`src/rtl/spis_pkg.sv`:
```
package spis_pkg;
   localparam logic [3:0] SPIS_MODE_SELECT = 4'b0100;
   localparam logic [3:0] SPIS_MODE_FREE   = 4'b0101;

   typedef struct packed {
      logic lead;
      logic trail;
   } spis_sck_ev_t;
endpackage

```
`src/rtl/spis_sync.sv`:
```
module spis_sync #(
   parameter int             W       = 1,
   parameter int             STAGES  = 2,
   parameter logic [W-1:0]   RST_VAL = '0
) (
   input  logic         clk,
   input  logic         rst_n,
   input  logic [W-1:0] d_i,
   output logic [W-1:0] q_o
);
   generate
      if (STAGES < 2) begin : g_bad_stages
         $error("spis_sync: STAGES must be at least 2");
      end
   endgenerate

   logic [STAGES-1:0][W-1:0] chain_q;

   always_ff @(posedge clk or negedge rst_n) begin
      if (!rst_n) chain_q <= {STAGES{RST_VAL}};
      else        chain_q <= {chain_q[STAGES-2:0], d_i};
   end

   assign q_o = chain_q[STAGES-1];
endmodule

```
`src/rtl/spis_edge.sv`:
```
module spis_edge
   import spis_pkg::*;
#(
   parameter int SYNC_STAGES = 2
) (
   input  logic         clk,
   input  logic         rst_n,
   input  logic         sck_s_i,
   input  logic         ckp_i,
   output spis_sck_ev_t ev_o
);
   localparam int WARM_CNT = SYNC_STAGES + 1;
   localparam int WW       = $clog2(WARM_CNT + 1);

   logic          norm, norm_q, ready;
   logic [WW-1:0] warm_q;

   // Normalize so that "1" always means away from the idle level.
   assign norm  = sck_s_i ^ ckp_i;
   assign ready = (warm_q == WW'(WARM_CNT));

   always_ff @(posedge clk or negedge rst_n) begin
      if (!rst_n) begin
         norm_q <= 1'b0;
         warm_q <= '0;
      end else begin
         norm_q <= norm;
         if (!ready) warm_q <= warm_q + 1'b1;
      end
   end

   assign ev_o.lead  = ready &  norm & ~norm_q;
   assign ev_o.trail = ready & ~norm &  norm_q;
endmodule

```
`src/rtl/spis_shifter.sv`:
```
module spis_shifter
   import spis_pkg::*;
#(
   parameter int DATA_W = 8
) (
   input  logic              clk,
   input  logic              rst_n,
   input  logic              port_rst_i,
   input  logic              cke_i,
   input  spis_sck_ev_t      ev_i,
   input  logic              sdi_s_i,
   input  logic              tx_load_i,
   input  logic [DATA_W-1:0] tx_data_i,
   output logic              busy_o,
   output logic              sdo_bit_o,
   output logic              done_o,
   output logic [DATA_W-1:0] rx_word_o
);
   localparam int CNT_W = $clog2(DATA_W);
   localparam int LAST  = DATA_W - 1;

   logic [CNT_W-1:0]  bitcnt_q;
   logic [DATA_W-1:0] tx_sr_q, rx_sr_q, rx_next;
   logic              busy_q, hold_q, done_q;
   logic              sample_ev, shift_ev, tx_shift;

   assign sample_ev = cke_i ? ev_i.trail : ev_i.lead;
   assign shift_ev  = cke_i ? ev_i.lead  : ev_i.trail;
   assign rx_next   = {rx_sr_q[DATA_W-2:0], sdi_s_i};
   // With the early setting, the trailing edge after the last sample must not shift.
   assign tx_shift  = !port_rst_i && shift_ev && (cke_i || busy_q);

   always_ff @(posedge clk or negedge rst_n) begin
      if (!rst_n) begin
         bitcnt_q <= '0;
         busy_q   <= 1'b0;
         hold_q   <= 1'b0;
         done_q   <= 1'b0;
         rx_sr_q  <= '0;
      end else begin
         done_q <= 1'b0;
         if (port_rst_i) begin
            bitcnt_q <= '0;
            busy_q   <= 1'b0;
            hold_q   <= 1'b0;
         end else begin
            if (sample_ev) begin
               rx_sr_q <= rx_next;
               if (bitcnt_q == CNT_W'(LAST)) begin
                  bitcnt_q <= '0;
                  busy_q   <= 1'b0;
                  done_q   <= 1'b1;
               end else begin
                  bitcnt_q <= bitcnt_q + 1'b1;
                  busy_q   <= 1'b1;
               end
            end
            if (cke_i && shift_ev) begin
               hold_q <= tx_sr_q[DATA_W-1];
               busy_q <= 1'b1;
            end
         end
      end
   end

   always_ff @(posedge clk or negedge rst_n) begin
      if (!rst_n)         tx_sr_q <= '0;
      else if (tx_load_i) tx_sr_q <= tx_data_i;
      else if (tx_shift)  tx_sr_q <= {tx_sr_q[DATA_W-2:0], 1'b0};
   end

   assign busy_o    = busy_q;
   assign sdo_bit_o = cke_i ? hold_q : tx_sr_q[DATA_W-1];
   assign done_o    = done_q;
   assign rx_word_o = rx_sr_q;

   assert_cnt_clear_R4: assert property (@(posedge clk) disable iff (!rst_n)
      port_rst_i |=> (bitcnt_q == '0));
   assert_done_pulse_R1: assert property (@(posedge clk) disable iff (!rst_n)
      done_q |=> !done_q);
endmodule

```
`src/rtl/spis_hostif.sv`:
```
module spis_hostif #(
   parameter int DATA_W = 8
) (
   input  logic              clk,
   input  logic              rst_n,
   input  logic              done_i,
   input  logic [DATA_W-1:0] rx_word_i,
   input  logic              busy_i,
   input  logic              tx_wr_i,
   input  logic              rx_rd_i,
   input  logic              irq_clr_i,
   input  logic              err_clr_i,
   output logic              tx_load_o,
   output logic [DATA_W-1:0] rx_data_o,
   output logic              irq_o,
   output logic              ovf_o,
   output logic              wcol_o
);
   logic [DATA_W-1:0] rx_buf_q;
   logic              rx_full_q, irq_q, ovf_q, wcol_q, accept;

   assign tx_load_o = tx_wr_i & ~busy_i;
   assign accept    = done_i & (~rx_full_q | rx_rd_i);

   always_ff @(posedge clk or negedge rst_n) begin
      if (!rst_n) begin
         rx_buf_q  <= '0;
         rx_full_q <= 1'b0;
         irq_q     <= 1'b0;
         ovf_q     <= 1'b0;
         wcol_q    <= 1'b0;
      end else begin
         if (accept) rx_buf_q <= rx_word_i;
         rx_full_q <= accept | (rx_full_q & ~rx_rd_i);
         irq_q     <= done_i | (irq_q & ~irq_clr_i);
         ovf_q     <= (done_i & ~accept) | (ovf_q & ~err_clr_i);
         wcol_q    <= (tx_wr_i & busy_i) | (wcol_q & ~err_clr_i);
      end
   end

   assign rx_data_o = rx_buf_q;
   assign irq_o     = irq_q;
   assign ovf_o     = ovf_q;
   assign wcol_o    = wcol_q;

   assert_rx_kept_R10: assert property (@(posedge clk) disable iff (!rst_n)
      (done_i && rx_full_q && !rx_rd_i) |=> $stable(rx_buf_q));
   assert_wcol_set_R11: assert property (@(posedge clk) disable iff (!rst_n)
      (tx_wr_i && busy_i) |=> wcol_q);
   assert_irq_set_R1: assert property (@(posedge clk) disable iff (!rst_n)
      done_i |=> irq_q);
endmodule

```
`src/rtl/spis_port.sv`:
```
module spis_port
   import spis_pkg::*;
#(
   parameter int DATA_W      = 8,
   parameter int SYNC_STAGES = 2
) (
   input  logic              clk,
   input  logic              rst_n,
   input  logic              sck_i,
   input  logic              sdi_i,
   input  logic              ss_n_i,
   output logic              sdo_o,
   output logic              sdo_oe_o,
   input  logic [3:0]        cfg_mode_i,
   input  logic              cfg_en_i,
   input  logic              cfg_ckp_i,
   input  logic              cfg_cke_i,
   input  logic              tx_wr_i,
   input  logic [DATA_W-1:0] tx_data_i,
   input  logic              rx_rd_i,
   output logic [DATA_W-1:0] rx_data_o,
   output logic              done_irq_o,
   input  logic              irq_clr_i,
   input  logic              err_clr_i,
   output logic              ovf_o,
   output logic              wcol_o
);
   generate
      if (DATA_W < 2) begin : g_bad_width
         $error("spis_port: DATA_W must be at least 2");
      end
   endgenerate

   logic              sck_s, sdi_s, ss_s;
   logic              sel_mode, free_mode, active, port_rst;
   logic              busy, done, tx_load, sdo_bit;
   logic [DATA_W-1:0] rx_word;
   spis_sck_ev_t      sck_ev;

   spis_sync #(.W(3), .STAGES(SYNC_STAGES), .RST_VAL(3'b100)) i_sync (
      .clk   (clk),
      .rst_n (rst_n),
      .d_i   ({ss_n_i, sdi_i, sck_i}),
      .q_o   ({ss_s, sdi_s, sck_s})
   );

   spis_edge #(.SYNC_STAGES(SYNC_STAGES)) i_edge (
      .clk     (clk),
      .rst_n   (rst_n),
      .sck_s_i (sck_s),
      .ckp_i   (cfg_ckp_i),
      .ev_o    (sck_ev)
   );

   assign sel_mode  = (cfg_mode_i == SPIS_MODE_SELECT);
   assign free_mode = (cfg_mode_i == SPIS_MODE_FREE);
   assign active    = cfg_en_i & (sel_mode | (free_mode & ~cfg_cke_i));
   assign port_rst  = ~active | (sel_mode & ss_s);
   assign sdo_oe_o  = active & (~sel_mode | ~ss_n_i);
   assign sdo_o     = sdo_bit;

   spis_shifter #(.DATA_W(DATA_W)) i_shifter (
      .clk        (clk),
      .rst_n      (rst_n),
      .port_rst_i (port_rst),
      .cke_i      (cfg_cke_i),
      .ev_i       (sck_ev),
      .sdi_s_i    (sdi_s),
      .tx_load_i  (tx_load),
      .tx_data_i  (tx_data_i),
      .busy_o     (busy),
      .sdo_bit_o  (sdo_bit),
      .done_o     (done),
      .rx_word_o  (rx_word)
   );

   spis_hostif #(.DATA_W(DATA_W)) i_hostif (
      .clk       (clk),
      .rst_n     (rst_n),
      .done_i    (done),
      .rx_word_i (rx_word),
      .busy_i    (busy),
      .tx_wr_i   (tx_wr_i),
      .rx_rd_i   (rx_rd_i),
      .irq_clr_i (irq_clr_i),
      .err_clr_i (err_clr_i),
      .tx_load_o (tx_load),
      .rx_data_o (rx_data_o),
      .irq_o     (done_irq_o),
      .ovf_o     (ovf_o),
      .wcol_o    (wcol_o)
   );

   assert_inactive_no_done_R2: assert property (@(posedge clk) disable iff (!rst_n)
      (!active && $past(!active)) |-> !done);
endmodule

```
`config.mk`:
```
export PLATFORM = sky130hd
export DESIGN_NAME = spis_port
export DESIGN_NICKNAME = d
export VERILOG_FILES = /design/src/rtl/spis_pkg.sv /design/src/rtl/spis_sync.sv /design/src/rtl/spis_edge.sv /design/src/rtl/spis_shifter.sv /design/src/rtl/spis_hostif.sv /design/src/rtl/spis_port.sv
export SDC_FILE = /design/constraint.sdc
export NUM_CORES = 1
export LEC_CHECK = 0
export ABC_AREA = 0
export BUFFER_PORTS_ARGS = -buffer_cell sky130_fd_sc_hd__buf_4
export CORE_UTILIZATION = 54
export CTS_CLUSTER_SIZE = 24
export DETAILED_ROUTE_END_ITERATION = 10
export PLACE_DENSITY = 0.77
export RECOVER_POWER = 100
export SLEW_MARGIN = 20
export SYNTH_ARGS = -nofsm -noshare
export SYNTH_HDL_FRONTEND = slang
export SYNTH_SLANG_ARGS = --single-unit
```
`constraint.sdc`:
```
create_clock -name clk -period 2.45 [get_ports clk]
set_input_delay 0.3675 -clock clk [delete_from_list [all_inputs] [get_ports clk]]
set_output_delay 0.3675 -clock clk [all_outputs]
set_load 0.01 [all_outputs]
```
==> reports/results.ini, run 1 <==
[critical_path]
worstSetupEndpoint=i_shifter.rx_word_o[6]$_DFFE_PN0P_
reg2reg_depth=5
cp_max_fo=8
r2r_end=i_shifter.rx_word_o[6]$_DFFE_PN0P_
worstPathArrival_ps=2400
crit_type=reg2reg
crit_required_ps=2710
ff2ff_setup_slack_ps=310
critPathLaunchType=flip-flop
crit_start=i_edge.warm_q[0]$_DFFE_PN0P_
crit_path_end_kind=flip-flop
r2r_start=i_edge.warm_q[0]$_DFFE_PN0P_

[power]
ir_worst_vdd_mv=0.441
p_per_area_mw_per_mm2=571
leakage_nw=1.02

[layout]
num_antenna_cells=0
fin_util=0.643
drive_gt1_frac=0.251
fillerInstances=304
fin_nets=213
seq_area_mm2=0.00108
syn2layout_area_growth_pct=13.7
multi_input_comb_area_um2=692

[timing]
relSlewSlack=0.314
setup_viol=0
rsz0062_at_grt=false
period_needed_ps=2140
finalCritPeriodShare=0.874
tns_ps=0
fmax_ghz=0.467
hold_viol=0
tightest_slew_ps=1030
fin_hold_ws_ps=90.5
slew_violations=0
fin_skew_ps=16.1

[cts]
cts_resized=0
post_cts_buffers=0
clock_sinks=43
postCtsHoldBufs=1
cts_buffers=5
ctsRootBufferMaster=clkbuf_4
clockBufferDepth=2
clk_pin_slew_ps=120
tritoncts=built
cts_max_level=2
clock_latency_ps=370

[global_route]
grt_first_pass_wirelength_um=5260
antenna_found_initial=0
grtUsageTotal=0.202
grt_pass1_vias=1171
grt_max_degree=44
grt_overflow=0

[floorplan]
start_util=0.565
core.rowCount=21
die_w_um=61.1
die_h_um=61.1
die_area_mm2=0.00373
core_area_mm2=0.00334
ios=37

[synth]
ys_types=33
synthCells=147
ys_top_cells_by_area=dfrtp_1 54%, mux2_4 6.4%, mux2_2 6.0%, nand2_1 4.2%, mux2i_1 3.2%
synth_nets=174
postSynth.asyncResetShare=1.00
synthFlopType=dfrtp_1
syn_avg_cell_area_um2=12.8
synth_edf_count=0
seq_area_frac_synth=0.572
netlist_area_mm2=0.00189
yosys.area.top_type_share=0.544
yosys_warnings=0
ys_seq_elements=43
yosys.area.top_type=dfrtp_1

[worst_hold_path]
min-delay-start=ss_n_i
hold_class=in2reg

[route]
via_per_inst=5.21
vias=1214
drtPass1Iterations=4
drtAntennaViolNets=0
first_iter_violations=21
wl_per_cell_um=13.7
finalWirelength_um=3190
drc_errors=0

[placed_design]
hpwl_um=2290
port_buffers=36
place_congestion=0.738

[job]
drv_cap=0

[status]
status=finished clean

[metrics by stage]
| stage | power (mW) | std cells | cell area (um^2) | setup slack, ps |
|---|---|---|---|---|
| 3_3_place_gp | 0.880 | 224 | 2170 | 464 |
| 3_5_place_dp | 0.888 | 224 | 2170 | 386 |
| 2_1_floorplan | 0.827 | 147 | 1890 | 493 |
| 4_1_cts | 1.25 | 233 | 2240 | 378 |
| 6_report | 1.22 | 233 | 2140 | 310 |
| 5_1_grt | 1.28 | 233 | 2140 | 167 |
[how the worst min path moves through the flow]
| stage | to | slack, ps | cells past startpoint |
|---|---|---|---|
| 3_5_place_dp | i_sync.q_o[1]$_DFF_PN0_ | 340 | 0 |
| 4_1_cts | i_sync.chain_q[1]$_DFF_PN0_ | 90 | 1 |
| 5_1_grt | i_sync.chain_q[2]$_DFF_PN1_ | 90 | 1 |
| 3_3_place_gp | i_sync.q_o[1]$_DFF_PN0_ | 330 | 0 |
| 2_1_floorplan | i_edge.norm_q$_DFF_PN0_ | 70 | 0 |
| 6_report | i_sync.chain_q[2]$_DFF_PN1_ | 90 | 1 |
[routing by layer]
layer  vias to the layer above  track usage  part of all wire
met5                         -            0                 0
li1                        581            -                 -
met4                         0        0.110             0.023
met2                        38        0.317              0.47
met3                         9       0.0483             0.046
met1                       586        0.258              0.46
[critical path, stage by stage, from the launching register on]
cell	delay [ps]
dfrtp_1	380
ha_1	270
or3b_1	410
mux2i_4	290
and2_2	340
mux2_1	350
[state kept, by name, summed over array words and instances (netlist names)]
signal / cells
i_shifter.busy_o: 1
i_edge.warm_q: 2
i_hostif.rx_data_o: 8
i_hostif.irq_o: 1
i_edge.norm_q: 1
i_shifter.rx_word_o: 8
i_sync.chain_q: 3
i_sync.q_o: 3
i_shifter.hold_q: 1
i_shifter.done_o: 1
i_hostif.rx_full_q: 1
i_shifter.tx_sr_q: 8
i_hostif.wcol_o: 1
i_shifter.bitcnt_q: 3
i_hostif.ovf_o: 1
[layout make-up]
type                            instances  area share
Clock buffer                            5      0.0175
Clock inverter                          3      0.0111
Inverter                                7      0.0123
Multi-Input combinational cell         92       0.323
Sequential cell                        43       0.503
Tap cell                               46      0.0268
Timing Repair Buffer                   37       0.107
[where the power goes]
part | switching (mW) | internal, mW | leakage, nW
combinational | 0.0598 | 0.0561 | 0.437
clock | 0.249 | 0.115 | 0.0278
sequential | 0.0106 | 0.735 | 0.557
[synth_stat cells, types with 2 or more instances]
master    number
nand2b_1       2
inv_1          7
nor2b_1        2
mux2_2        10
nand2_1       21
nand3_1        3
ha_1           3
dfstp_2        2
o211ai_1       8
o21bai_1       6
a21oi_1        2
mux2i_1        6
o21ai_0        2
buf_1          2
mux2_4         8
nor2_1         6
dfrtp_1       41
[logic make-up after synthesis]
family          share of synthesized area
buf+inv                            0.0352
flops                               0.572
xor+xnor                           0.0192
compound gates                     0.0723
simple gates                        0.107
mux                                 0.175
fa+ha+maj                          0.0199
[cell usage in the layout (no fill, tap or decap), types with 3 or more instances in the layout]
master,count
mux2i_1,7
inv_1,7
nor2_1,6
mux2_1,6
buf_4,20
o211ai_1,8
clkbuf_1,13
clkbuf_4,7
ha_1,3
dfrtp_1,41
nand3_1,3
nand2_1,21
mux2_2,10
o21bai_1,6
Note: power is estimated with default switching activity, not from simulation.
==> inputs of run 2 (changes only) <==
--- a/config.mk
+++ b/config.mk
@@ -7,11 +7,13 @@
 export LEC_CHECK = 0
 export ABC_AREA = 0
 export BUFFER_PORTS_ARGS = -buffer_cell sky130_fd_sc_hd__buf_4
+export CORE_MARGIN = 2
 export CORE_UTILIZATION = 54
 export CTS_CLUSTER_SIZE = 24
 export DETAILED_ROUTE_END_ITERATION = 10
 export PLACE_DENSITY = 0.77
 export RECOVER_POWER = 100
+export REMOVE_ABC_BUFFERS = 1
 export SLEW_MARGIN = 20
 export SYNTH_ARGS = -nofsm -noshare
 export SYNTH_HDL_FRONTEND = slang
==> run 2 against run 1 <==
  * Clock skew is 7.3 ps lower
  * Routed wire length is 2.3% lower
  * First-iteration DRC count is 100% higher
  * Highest routed layer unchanged
  * Register-to-register slack better by 20 ps
  * Core utilization is 0.56 points higher
  * Final cell count is 0.43% higher
  * Critical endpoint is now i_shifter.rx_word_o[1]$_DFFE_PN0P_
  * Combinational power hardly changed
  * Die area is 6.7% higher
==> reports/results.ini, run 2 (synthesis results as in run 1) <==
[route]
drc_errors=0
via_per_inst=5.12
wl_per_cell_um=13.3
drtPass1Iterations=4
finalWirelength_um=3120
first_iter_violations=43
drtAntennaViolNets=0
vias=1199

[power]
clockPowerShare=0.301
leakage_nw=1.03
p_sw_frac=0.220
p_per_area_mw_per_mm2=570
ir_worst_vdd_mv=0.430
combPwrFrac=0.094
power_switching_mw=0.271
finalPower_mw=1.23
p_int_mw=0.961
seq_power_share=0.605

[floorplan]
die_w_um=63.1
die_h_um=63.1
ios=37
die_area_mm2=0.00398
core_area_mm2=0.00334
start_util=0.565
core.rowCount=21

[job]
drv_cap=0

[cts]
cts_resized=0
clockBufferDepth=2
postCtsHoldBufs=1
cts_buffers=5
cts_max_level=2
clock_sinks=43
post_cts_buffers=0
clk_pin_slew_ps=110
tritoncts=built
clock_latency_ps=340
ctsRootBufferMaster=clkbuf_4

[critical_path]
critPathLaunchType=flip-flop
crit_path_end_kind=flip-flop
crit_required_ps=2680
r2r_start=i_edge.warm_q[0]$_DFFE_PN0P_
cp_max_fo=8
max_stage_delay_ps=420
path_cells=ha_1 -> or3b_1 -> mux2i_4 -> and2_2 -> mux2_1
worstPathArrival_ps=2350
cp_slowest_cell=or3b_1
crit_start=i_edge.warm_q[0]$_DFFE_PN0P_
crit_type=reg2reg

[layout]
drive_gt1_frac=0.255
fin_nets=214
num_antenna_cells=0
syn2layout_area_growth_pct=14.7
final_cell_mix=41 x dfrtp_1, 21 x nand2_1, 20 x buf_4, 14 x clkbuf_1, 10 x mux2_2
final_common_cell=dfrtp_1

[timing]
tns_ps=0
tightest_slew_ps=983
setup_viol=0
finalCritPeriodShare=0.865
rsz0062_at_grt=false
fin_skew_ps=8.76
hold_viol=0
fmax_ghz=0.472
relSlewSlack=0.345
period_needed_ps=2120
slew_violations=0

[global_route]
grt_pass1_vias=1212
grt_overflow=0
antenna_found_initial=0
grtUsageTotal=0.178
grt_max_degree=44
grt_first_pass_wirelength_um=5340

[status]
status=finished clean

[worst_hold_path]
min-delay-start=ss_n_i
hold_class=in2reg

[placed_design]
port_buffers=36
place_congestion=0.814
hpwl_um=2390

run 2: cell types whose count changed in the layout (fill, tap and decap cells not counted):
cell        before  now
mux2i_2          0    1
mux2i_1          7    6
inv_6            1    0
clkbuf_4         7    8
clkbuf_8         0    2
clkbuf_1        13   14
clkinvlp_4       2    0
run 2: routing by layer:
metal	part of all wire	vias up	global-route usage
li1	-	585	-
met1	0.44	577	0.214
met2	0.50	32	0.299
met3	0.046	5	0.0446
met4	0.017	0	0.0833
met5	0	-	0
run 2: final timing paths:
kind                                                      endpoint  slack [ps]  cells past startpoint
worst max-delay path            i_shifter.rx_word_o[1]$_DFFE_PN0P_         330                      5
min in group asynchronous        i_shifter.bitcnt_q[0]$_DFFE_PN0P_         710                      2
worst min register to register             i_sync.q_o[0]$_DFF_PN0_         360                      0
worst min-delay path                   i_sync.chain_q[2]$_DFF_PN1_         140                      1
max in group asynchronous             i_hostif.rx_full_q$_DFF_PN0_        1140                      2
worst max register to register  i_shifter.rx_word_o[1]$_DFFE_PN0P_         330                      5
run 2: worst max-delay path, delay by kind of cell (launching register included):
kind / cells / cell delay (ps)
and+or+nand+nor: 2 / 750
muxes: 2 / 610
DFF: 1 / 380
adders and majority gates: 1 / 270
run 2: per-stage QoR:
stage,area [um^2],setup slack [ps],utilization,hold slack (ps),instances
after floorplan,1850,520,-,71.9,142
after global placement,2180,468,0.654,332,225
after detailed placement,2180,411,0.654,336,225
after CTS,2260,396,0.677,112,234
after global routing,2160,198,0.648,114,234
final,2160,330,0.648,136,234
run 2: area by class of cell:
| class | instances | area, um^2 |
|---|---|---|
| repair buffers | 38 | 236 |
| clock buffers | 8 | 68.8 |
| multi-input cells | 92 | 696 |
| inverters | 7 | 26.3 |
| flip-flops and latches | 43 | 1080 |
| fillers | 292 | 1170 |
| well taps | 46 | 57.6 |
run 2: power groups by stage:
stage	logic, mW	registers, mW	clock network, mW
final	0.115	0.746	0.371
after global routing	0.130	0.749	0.411
after CTS	0.129	0.747	0.382
after detailed placement	0.127	0.761	0
after global placement	0.123	0.759	0
after floorplan	0.0684	0.757	0
